`src/rtl/intc_pkg.sv`:
```
package intc_pkg;
    // byte offsets of the register map
    localparam logic [7:0] OFF_IRQ_STAT = 8'h00;
    localparam logic [7:0] OFF_RAW_STAT = 8'h04;
    localparam logic [7:0] OFF_IRQ_SET  = 8'h08;
    localparam logic [7:0] OFF_IRQ_CLR  = 8'h0C;
    localparam logic [7:0] OFF_FIQ_STAT = 8'h20;
    localparam logic [7:0] OFF_FIQ_SET  = 8'h28;
    localparam logic [7:0] OFF_FIQ_CLR  = 8'h2C;

    localparam int unsigned NUM_PATHS = 2;
    localparam int unsigned PATH_IRQ  = 0;
    localparam int unsigned PATH_FIQ  = 1;

    typedef struct packed {
        logic irq;
        logic fiq;
    } req_t;
endpackage

```
`src/rtl/intc_enable_bank.sv`:
```
module intc_enable_bank #(
    parameter int unsigned         NUM_SRC    = 32,
    parameter logic [NUM_SRC-1:0]  VALID_MASK = 32'h003F_FFFF
) (
    input  logic               clk,
    input  logic               rst_n,
    input  logic               set_stb,
    input  logic               clr_stb,
    input  logic [NUM_SRC-1:0] wdata,
    output logic [NUM_SRC-1:0] en_q
);
    logic [NUM_SRC-1:0] en_d;
    logic [NUM_SRC-1:0] set_bits;
    logic [NUM_SRC-1:0] clr_bits;

    always_comb begin
        set_bits = set_stb ? wdata : '0;
        clr_bits = clr_stb ? wdata : '0;
        en_d     = ((en_q | set_bits) & ~clr_bits) & VALID_MASK;
    end

    always_ff @(posedge clk or negedge rst_n) begin
        if (!rst_n) en_q <= '0;
        else        en_q <= en_d;
    end
endmodule

```
`src/rtl/intc_req_stage.sv`:
```
module intc_req_stage
    import intc_pkg::*;
#(
    parameter int unsigned NUM_SRC = 32
) (
    input  logic               clk,
    input  logic               rst_n,
    input  logic [NUM_SRC-1:0] lines,
    input  logic [NUM_SRC-1:0] irq_en,
    input  logic [NUM_SRC-1:0] fiq_en,
    output req_t               req_q
);
    req_t req_d;

    always_comb begin
        req_d.irq = |(lines & irq_en);
        req_d.fiq = |(lines & fiq_en);
    end

    always_ff @(posedge clk or negedge rst_n) begin
        if (!rst_n) req_q <= '0;
        else        req_q <= req_d;
    end
endmodule

```
`src/rtl/intc_dual_mask.sv`:
```
module intc_dual_mask
    import intc_pkg::*;
#(
    parameter int unsigned        NUM_SRC    = 32,
    parameter int unsigned        ADDR_W     = 8,
    parameter logic [NUM_SRC-1:0] VALID_MASK = 32'h003F_FFFF
) (
    input  logic               clk,
    input  logic               rst_n,
    input  logic [NUM_SRC-1:0] src_i,
    input  logic               sel_i,
    input  logic               wr_i,
    input  logic [ADDR_W-1:0]  addr_i,
    input  logic [NUM_SRC-1:0] wdata_i,
    output logic [NUM_SRC-1:0] rdata_o,
    output logic               irq_o,
    output logic               fiq_o
);
    localparam logic [NUM_PATHS*8-1:0] SET_OFFS = {OFF_FIQ_SET, OFF_IRQ_SET};
    localparam logic [NUM_PATHS*8-1:0] CLR_OFFS = {OFF_FIQ_CLR, OFF_IRQ_CLR};

    logic [NUM_SRC-1:0] lines;
    logic [NUM_SRC-1:0] en_q [NUM_PATHS];
    logic [NUM_SRC-1:0] irq_en_q;
    logic [NUM_SRC-1:0] fiq_en_q;
    logic               wr_stb;
    logic               rd_stb;
    req_t               req_q;

    assign lines  = src_i & VALID_MASK;
    assign wr_stb = sel_i & wr_i;
    assign rd_stb = sel_i & ~wr_i;

    for (genvar p = 0; p < NUM_PATHS; p++) begin : g_path
        logic set_stb;
        logic clr_stb;
        assign set_stb = wr_stb && (addr_i == ADDR_W'(SET_OFFS[p*8 +: 8]));
        assign clr_stb = wr_stb && (addr_i == ADDR_W'(CLR_OFFS[p*8 +: 8]));

        intc_enable_bank #(
            .NUM_SRC    (NUM_SRC),
            .VALID_MASK (VALID_MASK)
        ) u_bank (
            .clk     (clk),
            .rst_n   (rst_n),
            .set_stb (set_stb),
            .clr_stb (clr_stb),
            .wdata   (wdata_i),
            .en_q    (en_q[p])
        );
    end

    assign irq_en_q = en_q[PATH_IRQ];
    assign fiq_en_q = en_q[PATH_FIQ];

    intc_req_stage #(
        .NUM_SRC (NUM_SRC)
    ) u_req (
        .clk    (clk),
        .rst_n  (rst_n),
        .lines  (lines),
        .irq_en (irq_en_q),
        .fiq_en (fiq_en_q),
        .req_q  (req_q)
    );

    assign irq_o = req_q.irq;
    assign fiq_o = req_q.fiq;

    always_comb begin
        rdata_o = '0;
        if (rd_stb) begin
            if      (addr_i == ADDR_W'(OFF_IRQ_STAT)) rdata_o = lines & irq_en_q;
            else if (addr_i == ADDR_W'(OFF_RAW_STAT)) rdata_o = lines;
            else if (addr_i == ADDR_W'(OFF_IRQ_SET))  rdata_o = irq_en_q;
            else if (addr_i == ADDR_W'(OFF_FIQ_STAT)) rdata_o = lines & fiq_en_q;
            else if (addr_i == ADDR_W'(OFF_FIQ_SET))  rdata_o = fiq_en_q;
        end
    end
endmodule

```
`config.mk`:
```
export PLATFORM = sky130hd
export DESIGN_NAME = intc_dual_mask
export DESIGN_NICKNAME = d
export VERILOG_FILES = /design/src/rtl/intc_pkg.sv /design/src/rtl/intc_enable_bank.sv /design/src/rtl/intc_req_stage.sv /design/src/rtl/intc_dual_mask.sv
export SDC_FILE = /design/constraint.sdc
export NUM_CORES = 1
export LEC_CHECK = 0
export BUFFER_PORTS_ARGS = -buffer_cell sky130_fd_sc_hd__buf_2
export CAP_MARGIN = 20
export CORE_MARGIN = 2
export CORE_UTILIZATION = 45
export DETAILED_ROUTE_END_ITERATION = 10
export GPL_TIMING_DRIVEN = 0
export PLACE_DENSITY = 0.77
export SYNTH_ARGS = -nofsm -noshare
export SYNTH_HDL_FRONTEND = slang
export SYNTH_SLANG_ARGS = --single-unit
export TNS_END_PERCENT = 30
```
`constraint.sdc`:
```
create_clock -name clk -period 1.5 [get_ports clk]
set_input_delay 0.15 -clock clk [delete_from_list [all_inputs] [get_ports clk]]
set_output_delay 0.15 -clock clk [all_outputs]
set_load 0.005 [all_outputs]
```
After elaboration in Yosys (flattened, before gate mapping)
Index checks and enable logic that the tools add are counted.
{ "word_totals": {"ff_bits": 46, "in_bits": 76, "out_inout_bits": 34, "word_cells": 38} }
{ "op_classes": {"eq_ne": 6, "mux": 10, "n_bitwise": 11, "reduce_logical": 7} }
{ "op_table": {"columns": ["op", "count"], "rows": [
  ["$mux W32", 5],
  ["$mux W22", 5],
  ["$and A22 B22 Y22", 4],
  ["$reduce_or A32 Y1", 2],
  ["$not A22 Y22", 2],
  ["$or A22 B22 Y22", 2],
  ["$eq A8 B6 Y1 const B", 3],
  ["$eq A8 B4 Y1 const B", 2],
  ["$eq A8 B3 Y1 const B", 1],
  ["$logic_not A8 Y1", 1],
  ["$logic_and A1 B1 Y1", 4],
  ["$and A1 B1 Y1", 2],
  ["$not A1 Y1", 1]
]} }

Longest topological paths before layout
Gate-level depths: netlist of the first run.
{ "depth": {"ltp_word": 7, "ltp_mapped": 6, "mapped_depth_nobuf": 4} }

Modules after synthesis
Synthesis of the first run repeated with hierarchy kept, for this count alone.
{ "unflattened": {"cells_unflattened": 376, "area_unflattened_um2": 3241.9} }
{ "by_module_without_submodules": {"columns": ["module", "n_inst", "cells_per_inst", "area_per_inst_um2", "seq_area_each_um2"], "rows": [
  ["intc_enable_bank", 2, 81, 882.1, 550.5],
  ["intc_dual_mask", 1, 170, 1112.3, 0.0],
  ["intc_req_stage", 1, 44, 365.4, 50.0]
]} }

Least setup slack after synthesis of the first run
OpenSTA, ideal clock, no wires.
{ "synth_path": {"path_type": "input to output", "start": "in addr_i[7]", "end": "out rdata_o[11]", "arrival_ps": 1468, "t_required_ps": 1350, "setup_slack_ps": -118, "cell_stages": 6, "path_buffers": 2, "path_cell_list": "or4_4 > buf_6 > nor4_4 > buf_6 > a22oi_1 > nor3_2"} }
{ "synth_via": {"elab_chain_len": 7, "elab_cells_between_ends": 11, "cone_classes": "eq/ne (4); mux (6); reduce/logical (1)"} }
{ "synth_rtl": {"columns": ["item", "line", "rtl"], "rows": [
  ["from (decl)", "intc_dual_mask.sv:13", "input logic [ADDR_W-1:0] addr_i,"],
  ["$eq A8 B6 Y1", "intc_dual_mask.sv:77", "else if (addr_i == ADDR_W'(OFF_FIQ_SET)) rdata_o = fiq_en_q;"],
  ["$mux W22", "intc_dual_mask.sv:77", null],
  ["$mux W32", "intc_dual_mask.sv:76", "else if (addr_i == ADDR_W'(OFF_FIQ_STAT)) rdata_o = lines & fiq_en_q;"],
  ["$mux W32", "intc_dual_mask.sv:75", "else if (addr_i == ADDR_W'(OFF_IRQ_SET)) rdata_o = irq_en_q;"],
  ["$mux W32", "intc_dual_mask.sv:74", "else if (addr_i == ADDR_W'(OFF_RAW_STAT)) rdata_o = lines;"],
  ["$mux W32 (*)", "intc_dual_mask.sv:73", "if (addr_i == ADDR_W'(OFF_IRQ_STAT)) rdata_o = lines & irq_en_q;"],
  ["$mux W32 (*)", "intc_dual_mask.sv:72", "if (rd_stb) begin"],
  ["to (decl)", "intc_dual_mask.sv:15", "output logic [NUM_SRC-1:0] rdata_o,"]
]} }
Mark *: on every way between the ends. The rest lies on a longest branch, timed or not.

Worst setup path in the final report of the first run
{ "layout_path": {"start": "in addr_i[7]", "end": "out rdata_o[16]"} }
Same word-level chain as after synthesis.

==> results of run 1 <==
==> cells by family after synthesis <==
| logic type | synth area share (%) |
|---|---|
| AO/OA/AOI/OAI | 35.2 |
| buffers and inverters | 7.86 |
| flip-flops | 38.9 |
| other | 0.127 |
| AND/OR/NAND/NOR | 17.9 |
==> power breakdown <==
part	leakage [nW]	internal, mW	switching [mW]
registers	0.637	1.28	0.0391
logic	1.01	0.164	0.248
clock network	0.0573	0.534	0.433
==> layout by cell type (no fill, tap or decap), types with 10 or more instances in the layout <==
cell type,netlist,layout
sky130_fd_sc_hd__a21oi_1,88,88
sky130_fd_sc_hd__buf_2,12,78
sky130_fd_sc_hd__dfrtp_1,46,46
sky130_fd_sc_hd__buf_4,11,23
sky130_fd_sc_hd__o21ai_0,22,22
sky130_fd_sc_hd__nand2_1,22,22
sky130_fd_sc_hd__nor3_2,21,21
sky130_fd_sc_hd__a22oi_1,27,19
sky130_fd_sc_hd__nor2_1,24,17
sky130_fd_sc_hd__o22ai_1,22,16
sky130_fd_sc_hd__conb_1,1,10
==> through the flow <==
stage	total power, mW	setup TNS (ps)	utilization, %
after floorplan	1.49	-2410	-
after global placement	1.70	-20160	54.8
after detailed placement	1.71	-21080	54.8
after CTS	2.67	-7820	58.7
after global routing	2.79	-9730	61.4
final	2.70	-7500	61.4
==> registers in the layout, summed over array words and instances (netlist names) <==
signal and cells:
g_path.u_bank.en_q 44, u_req.req_q 2
==> routing by layer <==
metal | share of wire, % | GRT usage [%]
met5 | 0 | 0
met4 | 2.4 | 10.7
met3 | 11 | 5.64
met2 | 47 | 44.2
met1 | 39 | 38.9
==> cell type report <==
cell class,instances,area [um^2],share of cell area (%)
Buffer,36,273,6.99
Sequential cell,46,1150,29.5
Clock buffer,6,82.6,2.12
Timing Repair Buffer,89,532,13.6
Tap cell,77,96.3,2.47
Multi-Input combinational cell,269,1740,44.5
Clock inverter,1,30.0,0.770
==> worst max-delay path: cells and delay by family <==
kind            cells  cell delay [ps]
simple gates        2              770
compound gates      2              200
buf+inv             4              590
==> synth_stat cells <==
cell / count / area, um^2
sky130_fd_sc_hd__a22oi_1: 27 / 203
sky130_fd_sc_hd__and4_1: 2 / 17.5
sky130_fd_sc_hd__a22oi_2: 1 / 12.5
sky130_fd_sc_hd__or4b_1: 2 / 20.0
sky130_fd_sc_hd__nor2_1: 24 / 90.1
sky130_fd_sc_hd__a22o_1: 8 / 70.1
sky130_fd_sc_hd__o22ai_1: 22 / 138
sky130_fd_sc_hd__or3_1: 1 / 6.26
sky130_fd_sc_hd__buf_6: 5 / 56.3
sky130_fd_sc_hd__nor3_4: 1 / 16.3
sky130_fd_sc_hd__conb_1: 1 / 3.75
sky130_fd_sc_hd__clkbuf_1: 9 / 33.8
sky130_fd_sc_hd__nand2b_1: 1 / 6.26
sky130_fd_sc_hd__o21ai_0: 22 / 110
sky130_fd_sc_hd__nand2_1: 22 / 82.6
sky130_fd_sc_hd__nand4_1: 2 / 12.5
sky130_fd_sc_hd__buf_2: 12 / 60.1
sky130_fd_sc_hd__nor3_1: 3 / 15.0
sky130_fd_sc_hd__nand3_2: 1 / 10.0
sky130_fd_sc_hd__buf_4: 11 / 82.6
sky130_fd_sc_hd__a21oi_1: 88 / 440
sky130_fd_sc_hd__or4_4: 1 / 11.3
sky130_fd_sc_hd__a221oi_1: 8 / 70.1
sky130_fd_sc_hd__nor3_2: 21 / 210
sky130_fd_sc_hd__nor4_4: 1 / 21.3
sky130_fd_sc_hd__or3_4: 1 / 11.3
sky130_fd_sc_hd__dfrtp_1: 46 / 1150
==> repair_timing <==
action                                  CTS  global route
hold buffers                              0             1
pin swaps                                29             8
buffers inserted                          4             4
hold endpoints to repair                  0             8
gates cloned                              2             0
endpoints found under the setup margin   23            64
resized for setup                        23            38
==> worst paths after layout <==
path,startpoint,end,cells after the start
setup / recovery,addr_i[7],rdata_o[16],8
hold / removal,wdata_i[6],g_path[1].u_bank.en_q[6],2
setup reg to reg,g_path[0].u_bank.en_q[16],u_req.req_q[1],4
hold reg to reg,g_path[1].u_bank.en_q[6],g_path[1].u_bank.en_q[6],2
max in group asynchronous,rst_n,g_path[0].u_bank.en_q[13],3
min in group asynchronous,rst_n,g_path[1].u_bank.en_q[7],2
==> impl_results.rst, run 1 <==
.. list-table::
   :header-rows: 1

   * - Metric
     - Value
   * - Clock-pin slew of the registers on the worst-case setup and hold paths
     - 90 ps
   * - Syn Inst Count
     - 343
   * - Synth Warn #
     - 0
   * - Number of pins with negative max-slew slack in the final report
     - 0
   * - Post-route antenna net violation count
     - 0
   * - Cell at the root of the clock tree
     - sky130_fd_sc_hd__clkbuf_8
   * - Launching element type of the critical path
     - input port
   * - Number of max-capacitance violations reported
     - 0
   * - Clock Latency Late Sink
     - 310 ps
   * - Type of the setup path with the least slack
     - input port to output pin
   * - Req. time, crit path
     - 1350 ps
   * - Hold WS
     - 39.7 ps
   * - Overall fraction of global-route tracks in use
     - 28.2%
   * - Cell Rows
     - 29
   * - Biggest fanout along the worst timing path
     - 10
   * - Number of clock sinks
     - 46
   * - Violations in the final reports
     - setup timing
   * - Number of endpoints with negative hold slack in the final report
     - 0
   * - Setup slack of the most critical reg-to-reg path
     - 60 ps
   * - Vias in the first global route
     - a little over 3000
   * - Mapped Area
     - 2960 um^2
   * - Leakage power
     - between 1.5 and 2 nW
   * - Standard cell area after detailed placement
     - 3480 um^2
   * - Highest clock rate
     - 535 MHz
   * - Maximum single-stage delay on the critical path
     - approximately 570 ps
   * - Port buffer count
     - approximately 80
   * - Post-Place Worst Slack
     - -520 ps
   * - Total Routed Length
     - 10.3 mm
   * - Power per unit of standard cell area
     - 693 nW/um^2
   * - Global-route wire length before repair
     - roughly 16 mm
   * - Per-instance average area after synthesis
     - 8.63 um^2
   * - Residual DRC count
     - 0
   * - Ratio of final minimum period to clock period
     - 125%
   * - DIE AREA
     - 7250 um^2
   * - Crit path time final
     - between 1500 and 2000 ps
   * - Core Area
     - 6350 um^2
   * - Final instance area
     - 3900 um^2
   * - Final setup skew
     - between 5 and 6 ps
   * - First-pass iteration count of the detailed router
     - 5
   * - Gp weighted congestion
     - 0.883
   * - Least-Margin Pin Slew
     - 785 ps
   * - Antenna violations before repair
     - 0
   * - RSZ-0062 raised after global routing
     - yes
   * - Synthesis-to-layout area growth
     - 31.7%
   * - Filler instances
     - 557
   * - CTS Buffer Depth
     - 2
   * - Most common cell on crit path
     - sky130_fd_sc_hd__buf_4
   * - DP Cell Count
     - between 500 and 600
   * - IO Count
     - 110
   * - Routed vias/inst
     - 6.41
   * - Number of distinct library cells after synthesis
     - 27
   * - Width of the chip
     - approximately 85 um
   * - Cell at the slowest stage of the critical path
     - sky130_fd_sc_hd__or4_4
   * - Violation count after the first detailed-routing iteration
     - between 300 and 400
   * - Proportion of synthesized chip area in sequential cells
     - around 39%
   * - Largest net degree at the start of global routing
     - 47
   * - Final std cells w/o fill
     - 524
   * - Total via count after detailed routing
     - around 3400
   * - Total clock buffers created by CTS
     - 5
   * - Status
     - finished, violations left
   * - Normalized max-slew margin
     - 47.7%
   * - Post-DP HPWL
     - 6.84 mm
   * - GRT Residual Overflow
     - 0
   * - Class of the tightest hold or removal check
     - input port to flop
   * - Cells along the critical path
     - buf_6 -> or4_4 -> buf_4 -> buf_4 -> o22ai_4 -> a22oi_2 -> nor3_2 -> buf_2
   * - Kind of end point of the critical path
     - output pin
   * - Antenna cells
     - 0
   * - CTS tree
     - yes
   * - Detail-routed net length per standard cell
     - between 15 and 20 um
   * - Layout cells sized above 1
     - between 30% and 40%
   * - Initial standard-cell utilization of the core
     - a little under half
   * - Die span in y
     - ~85 um
   * - Number of endpoints failing setup at the final stage
     - 23
   * - Number of nets in the finished design
     - 523
   * - Setup ws final
     - -368 ps
   * - Worst IR Drop VDD
     - a little under 0.0006 V
   * - H-tree Lvls
     - 2
   * - Crit path DAT
     - 1720 ps
   * - Yosys reg bits
     - 46
Note: power is estimated with default switching activity, not from simulation.
==> run 2, diff against run 1 <==
- BUFFER_PORTS_ARGS: -buffer_cell sky130_fd_sc_hd__buf_2 -> -buffer_cell sky130_fd_sc_hd__buf_4
- SETUP_SLACK_MARGIN: not set -> 0.4
==> impl_results.rst, run 2 (same netlist as run 1, synthesis figures left out) <==
.. list-table::
   :header-rows: 1

   * - Metric
     - Value
   * - Number of clock sinks
     - 46
   * - RSZ-0062 raised after global routing
     - yes
   * - Status
     - finished, violations left
   * - Worst IR Drop VDD
     - 0.000485 V
   * - Kind of end point of the critical path
     - output pin
   * - Cells along the critical path
     - buf_6 -> or4_4 -> buf_8 -> buf_1 -> o22ai_1 -> a22oi_1 -> nor3_1 -> buf_4
   * - Crit path DAT
     - roughly 1800 ps
   * - Number of nets in the finished design
     - 518
   * - Number of max-capacitance violations reported
     - 0
   * - First-pass iteration count of the detailed router
     - 5
   * - Cell at the slowest stage of the critical path
     - sky130_fd_sc_hd__or4_4
   * - DIE AREA
     - 7250 um^2
   * - Violations in the final reports
     - setup timing
   * - Cell Rows
     - 29
   * - Total clock buffers created by CTS
     - 5
   * - DP Cell Count
     - 507
   * - Initial standard-cell utilization of the core
     - 46.6%
   * - Ratio of final minimum period to clock period
     - 132%
   * - CTS tree
     - yes
   * - GRT Residual Overflow
     - 0
   * - Power per unit of standard cell area
     - roughly 640 nW/um^2
   * - Setup TNS
     - -9650 ps
   * - Antenna cells
     - 0
   * - Class of the tightest hold or removal check
     - input port to flop
   * - IO Count
     - between 100 and 150
   * - Filler instances
     - 552
   * - Leakage power
     - ~1.7 nW
   * - Least-Margin Pin Slew
     - 787 ps
   * - Port buffer count
     - between 70 and 80
   * - Most common cell after layout, fill and taps aside
     - sky130_fd_sc_hd__buf_4
   * - Clock Latency Late Sink
     - 310 ps
   * - Number of endpoints with negative hold slack in the final report
     - 0
   * - Type of the setup path with the least slack
     - input port to output pin
   * - Biggest registers after layout
     - g_path.u_bank.en_q (44), u_req.req_q (2)
   * - Global-route wire length before repair
     - 16.2 mm
   * - Total via count after detailed routing
     - 3259
   * - Final std cells w/o fill
     - 520
   * - Number of pins with negative max-slew slack in the final report
     - 0
   * - Normalized max-slew margin
     - a little under half
   * - Cell at the root of the clock tree
     - sky130_fd_sc_hd__clkbuf_8
   * - Violation count after the first detailed-routing iteration
     - 348
   * - Highest clock rate
     - 505 MHz
   * - Antenna violations before repair
     - 0
   * - Routed vias/inst
     - 6.27
   * - Core Area
     - between 6000 and 7000 um^2
   * - Layout cells sized above 1
     - between 30% and 40%
   * - Maximum single-stage delay on the critical path
     - approximately 530 ps
   * - Synthesis-to-layout area growth
     - 36.4%
   * - Vias in the first global route
     - between 3000 and 4000
   * - H-tree Lvls
     - 2
   * - Width of the chip
     - 85.1 um
   * - Post-DP HPWL
     - around 7.0 mm
   * - Number of endpoints failing setup at the final stage
     - 22
   * - Total Routed Length
     - 10.3 mm
   * - Post-route antenna net violation count
     - 0
   * - Clock-pin slew of the registers on the worst-case setup and hold paths
     - 100 ps
   * - Req. time, crit path
     - 1350 ps
   * - Overall fraction of global-route tracks in use
     - 28.3%
   * - Setup ws final
     - -479 ps
   * - Register with the most flip-flops
     - g_path.u_bank.en_q
   * - CTS Buffer Depth
     - 2
   * - Die span in y
     - about 85 um
   * - Commonest cells after routing, fill and taps aside
     - 92 x sky130_fd_sc_hd__buf_4, 88 x sky130_fd_sc_hd__a21oi_1, 46 x sky130_fd_sc_hd__dfrtp_1
   * - Detail-routed net length per standard cell
     - 19.9 um
   * - Residual DRC count
     - 0
   * - Largest net degree at the start of global routing
     - 47
   * - Flip-flop count of the largest register after layout
     - 44
   * - Crit path time final
     - approximately 2000 ps
   * - Final setup skew
     - 9.40 ps
   * - Gp weighted congestion
     - 0.886
   * - Launching element type of the critical path
     - input port
   * - Biggest fanout along the worst timing path
     - 10
-- run 2: cell count changes in the layout (fill, tap and decap cells not counted), moves of 2 or more --
| cell | previous run | this run |
|---|---|---|
| sky130_fd_sc_hd__buf_8 | 2 | 4 |
| sky130_fd_sc_hd__buf_4 | 23 | 92 |
| sky130_fd_sc_hd__a22oi_1 | 19 | 17 |
| sky130_fd_sc_hd__buf_2 | 78 | 4 |
| sky130_fd_sc_hd__clkbuf_4 | 4 | 2 |
| sky130_fd_sc_hd__a221oi_2 | 2 | 5 |
| sky130_fd_sc_hd__a221oi_1 | 6 | 3 |
| sky130_fd_sc_hd__a22oi_2 | 9 | 11 |
-- run 2: worst paths after layout --
path	from	to	slack, ps	cells after the start
setup / recovery	addr_i[4]	rdata_o[0]	-480	8
hold / removal	wdata_i[4]	g_path[1].u_bank.en_q[4]	10	2
setup reg to reg	g_path[1].u_bank.en_q[2]	u_req.req_q[0]	60	4
hold reg to reg	g_path[1].u_bank.en_q[18]	g_path[1].u_bank.en_q[18]	560	2
max in group asynchronous	rst_n	g_path[0].u_bank.en_q[15]	680	2
min in group asynchronous	rst_n	g_path[0].u_bank.en_q[4]	370	2
-- run 2: repair_timing --
| action | in CTS | in global routing |
|---|---|---|
| pin swaps | 23 | 11 |
| gates cloned | 1 | 0 |
| resized for setup | 36 | 18 |
| endpoints found under the setup margin | 68 | 68 |
| hold buffers | 1 | 0 |
| endpoints found under the hold margin | 46 | 0 |
| setup buffers | 3 | 0 |
-- run 2: layer usage --
layer,track usage (%),share of wire (%),vias up
li1,-,-,1488
met2,45.9,48,223
met1,39.0,40,1522
met3,4.67,10,26
met4,8.66,1.6,0
met5,0,0,-
-- run 2: critical path: cells and delay by family --
kind / cells / cell delay (ps)
buffers and inverters: 4 / 630
AO/OA/AOI/OAI: 2 / 280
AND/OR/NAND/NOR: 2 / 770
-- run 2: area by class of cell --
class	count	area, um^2	share of cell area (%)
Clock inverter	3	25.0	0.619
Timing Repair Buffer	83	661	16.4
Clock buffer	5	68.8	1.70
Multi-Input combinational cell	269	1750	43.3
Buffer	37	290	7.18
Tap cell	77	96.3	2.38
Sequential cell	46	1150	28.5
-- run 2: per-stage QoR --
stage / power (mW) / setup slack (ps) / hold WS (ps) / util, % / cell area (um^2)
6_report: 2.60 / -479 / 14.0 / 63.6 / 4040
5_1_grt: 2.70 / -553 / 8.14 / 63.6 / 4040
4_1_cts: 2.59 / -511 / 12.2 / 62.5 / 3970
3_5_place_dp: 1.76 / -573 / 205 / 58.0 / 3680
3_3_place_gp: 1.75 / -558 / 191 / 58.0 / 3680
2_1_floorplan: 1.49 / -118 / -146 / - / 3000
-- run 2: report_power, final --
group | internal [mW] | switching [mW] | total (mW)
logic | 0.205 | 0.251 | 0.455
registers | 1.28 | 0.0407 | 1.32
clock network | 0.337 | 0.482 | 0.819
total | 1.83 | 0.773 | 2.60
